==> config.mk <==
export PLATFORM = sky130hd
export DESIGN_NAME = deser_bitslip
export DESIGN_NICKNAME = d
export VERILOG_FILES = /design/src/rtl/deser_pkg.sv /design/src/rtl/deser_slip_sync.sv /design/src/rtl/deser_framer.sv /design/src/rtl/deser_slip_cnt.sv /design/src/rtl/deser_bitslip.sv
export SDC_FILE = /design/constraint.sdc
export NUM_CORES = 1
export LEC_CHECK = 0
export ABC_AREA = 1
export ABC_CLOCK_PERIOD_IN_PS = 1100
export BUFFER_PORTS_ARGS = -buffer_cell sky130_fd_sc_hd__buf_2
export CORE_MARGIN = 2
export CORE_UTILIZATION = 45
export CTS_BUF_LIST = sky130_fd_sc_hd__clkbuf_8
export DETAILED_ROUTE_END_ITERATION = 10
export PLACE_DENSITY = 0.72
export RECOVER_POWER = 25
export SYNTH_ARGS = -nofsm -noshare
export SYNTH_HDL_FRONTEND = slang
export SYNTH_SLANG_ARGS = --single-unit
==> constraint.sdc <==
create_clock -name clk_i -period 1.1 [get_ports clk_i]
set_input_delay 0.11 -clock clk_i [delete_from_list [all_inputs] [get_ports clk_i]]
set_output_delay 0.11 -clock clk_i [all_outputs]
set_load 0.005 [all_outputs]
==> src/rtl/deser_pkg.sv <==
package deser_pkg;
  localparam int unsigned MIN_WORD_W = 3;
  localparam int unsigned MAX_WORD_W = 10;

  function automatic int unsigned idx_width(input int unsigned n);
    return (n < 2) ? 1 : $clog2(n);
  endfunction
endpackage

==> src/rtl/deser_slip_sync.sv <==
module deser_slip_sync #(
  parameter int unsigned STAGES = 2
) (
  input  logic clk_i,
  input  logic rst_ni,
  input  logic slip_i,
  output logic req_o
);
  logic [STAGES:0] sh_q;

  always_ff @(posedge clk_i or negedge rst_ni) begin
    if (!rst_ni) sh_q <= '0;
    else         sh_q <= {sh_q[STAGES-1:0], slip_i};
  end

  // rising edge after synchronization
  assign req_o = sh_q[STAGES-1] & ~sh_q[STAGES];
endmodule

==> src/rtl/deser_framer.sv <==
module deser_framer #(
  parameter int unsigned WORD_W = 10,
  localparam int unsigned IDX_W = deser_pkg::idx_width(WORD_W)
) (
  input  logic clk_i,
  input  logic rst_ni,
  input  logic req_i,
  output logic emit_o,
  output logic apply_o
);
  localparam logic [IDX_W-1:0] LAST = IDX_W'(WORD_W - 1);

  logic [IDX_W-1:0] cnt_q, cnt_d;
  logic             pend_q, pend_d;
  logic             last;

  assign last    = (cnt_q == LAST);
  assign apply_o = pend_q & last;
  assign emit_o  = last & ~pend_q;

  always_comb begin
    if (apply_o)   cnt_d = cnt_q;          // stall one bit
    else if (last) cnt_d = '0;
    else           cnt_d = cnt_q + 1'b1;
  end

  always_comb begin
    if (apply_o)    pend_d = 1'b0;         // a request in this cycle is dropped
    else if (req_i) pend_d = 1'b1;
    else            pend_d = pend_q;
  end

  always_ff @(posedge clk_i or negedge rst_ni) begin
    if (!rst_ni) begin
      cnt_q  <= '0;
      pend_q <= 1'b0;
    end else begin
      cnt_q  <= cnt_d;
      pend_q <= pend_d;
    end
  end
endmodule

==> src/rtl/deser_slip_cnt.sv <==
module deser_slip_cnt #(
  parameter int unsigned ROLL_CNT = 10,
  localparam int unsigned CNT_W = deser_pkg::idx_width(ROLL_CNT)
) (
  input  logic             clk_i,
  input  logic             rst_ni,
  input  logic             apply_i,
  output logic [CNT_W-1:0] cnt_o,
  output logic             max_o
);
  localparam logic [CNT_W-1:0] TOP = CNT_W'(ROLL_CNT - 1);

  logic [CNT_W-1:0] cnt_q;
  logic             max_q;
  logic             wrap;

  assign wrap = apply_i & (cnt_q == TOP);

  always_ff @(posedge clk_i or negedge rst_ni) begin
    if (!rst_ni) begin
      cnt_q <= '0;
      max_q <= 1'b0;
    end else begin
      max_q <= wrap;
      if (wrap)         cnt_q <= '0;
      else if (apply_i) cnt_q <= cnt_q + 1'b1;
    end
  end

  assign cnt_o = cnt_q;
  assign max_o = max_q;
endmodule

==> src/rtl/deser_bitslip.sv <==
module deser_bitslip #(
  parameter int unsigned WORD_W      = 10,
  parameter int unsigned ROLL_CNT    = WORD_W,
  parameter int unsigned SYNC_STAGES = 2,
  localparam int unsigned CNT_W      = deser_pkg::idx_width(ROLL_CNT)
) (
  input  logic              clk_i,
  input  logic              rst_ni,
  input  logic              ser_i,
  input  logic              slip_i,
  output logic [WORD_W-1:0] word_o,
  output logic              valid_o,
  output logic [CNT_W-1:0]  slip_cnt_o,
  output logic              slip_max_o
);
  logic              ser_q;
  logic [WORD_W-2:0] sr_q;
  logic [WORD_W-1:0] word_q;
  logic              valid_q;
  logic              req, emit, apply;

  initial begin
    if (WORD_W < deser_pkg::MIN_WORD_W || WORD_W > deser_pkg::MAX_WORD_W)
      $error("WORD_W out of range");
    if (ROLL_CNT < 2) $error("ROLL_CNT below 2");
  end

  deser_slip_sync #(.STAGES(SYNC_STAGES)) sync_i (
    .clk_i (clk_i), .rst_ni(rst_ni), .slip_i(slip_i), .req_o(req)
  );

  deser_framer #(.WORD_W(WORD_W)) framer_i (
    .clk_i (clk_i), .rst_ni(rst_ni), .req_i(req),
    .emit_o(emit), .apply_o(apply)
  );

  deser_slip_cnt #(.ROLL_CNT(ROLL_CNT)) cnt_i (
    .clk_i (clk_i), .rst_ni(rst_ni), .apply_i(apply),
    .cnt_o (slip_cnt_o), .max_o(slip_max_o)
  );

  // earliest bit migrates to the MSB
  always_ff @(posedge clk_i or negedge rst_ni) begin
    if (!rst_ni) begin
      ser_q   <= 1'b0;
      sr_q    <= '0;
      word_q  <= '0;
      valid_q <= 1'b0;
    end else begin
      ser_q   <= ser_i;
      sr_q    <= {sr_q[WORD_W-3:0], ser_q};
      valid_q <= emit;
      if (emit) word_q <= {sr_q, ser_q};
    end
  end

  assign word_o  = word_q;
  assign valid_o = valid_q;
endmodule

==> impl_metrics.json <==
{
  "setup_viol": 11,
  "max_freq_ghz": 0.868,
  "final_area_mm2": 0.00163,
  "root_buffer": "clkbuf_8",
  "clk_latency_ns": 0.29,
  "start_kind": "register",
  "r2r_slack_ns": -0.05,
  "ys_seq_area_share_pct": 69.0,
  "nNetsFinal": 158,
  "die-width_um": 56.3,
  "cp-endpoint": "word_o[9]",
  "drtIter0Drc": 21,
  "startpoint": "framer_i.cnt_q[0]",
  "yosys_warnings": 0,
  "grt_pass1_vias": 805,
  "violations": "setup timing",
  "vias": 848,
  "r2r-end": "word_o[9]",
  "grtUsageTotal_pct": 14.3,
  "arrival_ns": 1.38,
  "fp-row-count": 18,
  "antenna_cells": 0,
  "ys_types": 15,
  "hold_depth": 0,
  "setup_ws_ns": -0.0523,
  "wl_per_cell_um": 11.5,
  "dp_slack_ns": -0.0447,
  "fin_crit_sh_pct": 105,
  "drt.antenna.violating_nets": 0,
  "max_stage_delay_ns": 0.37,
  "drt-pass1-iter-count": 4,
  "synthesis.nets": 120,
  "crit_cells": 7,
  "rsz0062_at_grt": "yes",
  "drive_above_1_share_pct": 30.1,
  "finalSetupTns_ns": -0.422,
  "synthCells": 114,
  "gp_congestion": 0.671,
  "fp.dieH_um": 56.3,
  "path_buf_inv": 2,
  "clock_skew_ns": 0.0110,
  "critical_path_class": "register to register",
  "holdWs_ns": 0.357,
  "netlist_area_mm2": 0.00123,
  "maxCapViolCount": 0,
  "htree_levels": 2,
  "overflow": 0,
  "place_area_mm2": 0.00142,
  "path_cells": "inv_2, nor2_4, nand2_2, nor2_4, buf_12, nand2_1, nand2_1",
  "cts_buffer_depth": 2,
  "numPortBuffers": 19,
  "routed_wl_mm": 2.10,
  "cts_inserted_buffers": 5,
  "io_pins": 20,
  "power_mw": 4.51,
  "avgSynthCellArea_um2": 10.8,
  "status": "finished, violations left",
  "cts_tree": "yes",
  "grt_max_degree": 35,
  "start_util_pct": 48.4,
  "ys_seq_elements": 34,
  "antenna_found_initial": 0,
  "cpLargestDelayFamily": "simple AND/OR/NAND/NOR gates",
  "relSlewSlack_pct": 52.9,
  "slew_viol_final": 0,
  "cp_data_required_time_ns": 1.33,
  "ir_worst_vdd_v": 0.00192,
  "grt_pass1_wl_mm": 3.42,
  "fin_crit_ns": 1.15,
  "worst_pin_slew_ns": 0.707,
  "cts.clk_slew.worst_paths_ns": 0.07,
  "hold_path_class": "register to register",
  "via_per_inst": 4.63,
  "crit-reg2reg-launch": "framer_i.cnt_q[0]",
  "critical_path.max_fanout": 11,
  "p_per_area_mw_per_mm2": 2770,
  "post-dp-hpwl_mm": 1.39,
  "route.detailed.drc": 0,
  "num-fill-cells": 213,
  "dieArea_mm2": 0.00317,
  "syn_to_final_growth_pct": 32.1,
  "slowest_stage": "dfrtp_1",
  "cts.sinks": 34,
  "hold_viol": 0,
  "rr_worst_depth": 7,
  "end_kind": "register",
  "core_area_mm2": 0.00254,
  "p_leak_nw": 0.873
}
how the worst min path moves through the flow:
stage | start | endpoint | slack, ns
6_report | sync_i.sh_q[0] | sync_i.sh_q[1] | 0.36
5_1_grt | sync_i.sh_q[0] | sync_i.sh_q[1] | 0.37
4_1_cts | sync_i.sh_q[0] | sync_i.sh_q[1] | 0.36
3_5_place_dp | rst_ni | word_o[9] | 0.16
3_3_place_gp | rst_ni | valid_o | 0.15
2_1_floorplan | rst_ni | cnt_i.cnt_o[0] | -0.19
registers in the layout (all words and copies together) (netlist names):
name / cells
sync_i.sh_q: 3
ser_q: 1
framer_i.cnt_q: 4
cnt_i.max_o: 1
cnt_i.cnt_o: 4
framer_i.pend_q: 1
word_o: 10
sr_q: 9
valid_o: 1
stage by stage:
stage | std cells | utilization, %
6_report | 183 | 64.0
4_1_cts | 181 | 62.6
3_5_place_dp | 169 | 55.6
2_1_floorplan | 114 | -
3_3_place_gp | 169 | 55.6
5_1_grt | 183 | 64.0
final cells by class:
class	instances	area (um^2)	share of cell area (%)
clock buffer	5	68.8	4.23
clock inverter	3	68.8	4.23
inverter	11	43.8	2.69
multi-input combinational	68	333	20.4
sequential	34	852	52.3
tap	30	37.5	2.31
timing repair buffer	32	224	13.8
power breakdown:
group,switching [mW],leakage (nW),internal (mW)
Sequential,0.256,0.409,1.62
Combinational,0.628,0.395,0.645
Clock,0.461,0.0683,0.908
metal layers:
metal,track usage (%),part of all wire [%]
met1,18.2,49
met2,20.7,43
met3,6.91,5.6
met4,6.12,1.7
met5,0,0
cell usage after synthesis:
library cell | number | area share [%]
nor2_1 | 4 | 1.2
inv_2 | 2 | 0.61
inv_1 | 9 | 2.7
nor2_2 | 1 | 0.51
nor2_4 | 2 | 1.8
nand2_1 | 46 | 14
ha_1 | 2 | 2.0
nand3_1 | 4 | 1.6
nand3b_1 | 2 | 1.2
o21ai_0 | 2 | 0.81
nand4_1 | 1 | 0.51
xor2_1 | 3 | 2.1
nand2_2 | 1 | 0.51
dfrtp_1 | 34 | 69
buf_8 | 1 | 1.2
cells in the final DEF, fill, tap and decap left out, types with 3 or more instances in the layout:
cell type      netlist  final
nor2_4               2      3
buf_4                0      6
buf_6                0      3
clkbuf_8             0      5
nand2_1             46     46
inv_1                9      8
buf_2                0     19
nor2_1               4      3
dlygate4sd3_1        0      3
nand3_1              4      4
dfrtp_1             34     33
xor2_1               3      3
logic make-up after synthesis:
group / after synthesis / synth area share, %
xor gates and xnor gates: 3 / 2.13
and+or+nand+nor: 61 / 21.4
buffers and inverters: 12 / 4.57
adders and majority gates: 2 / 2.03
DFF: 34 / 69.0
AOI/OAI and AO/OA: 2 / 0.812
timing repair:
action	CTS	global route
hold buffers	3	0
endpoints found under the hold margin	36	0
pin swaps	0	3
buffers inserted	1	2
gates resized for setup	1	7
gates cloned	0	0
endpoints found under the setup margin	10	19
Power figures use the tool's default switching activity.
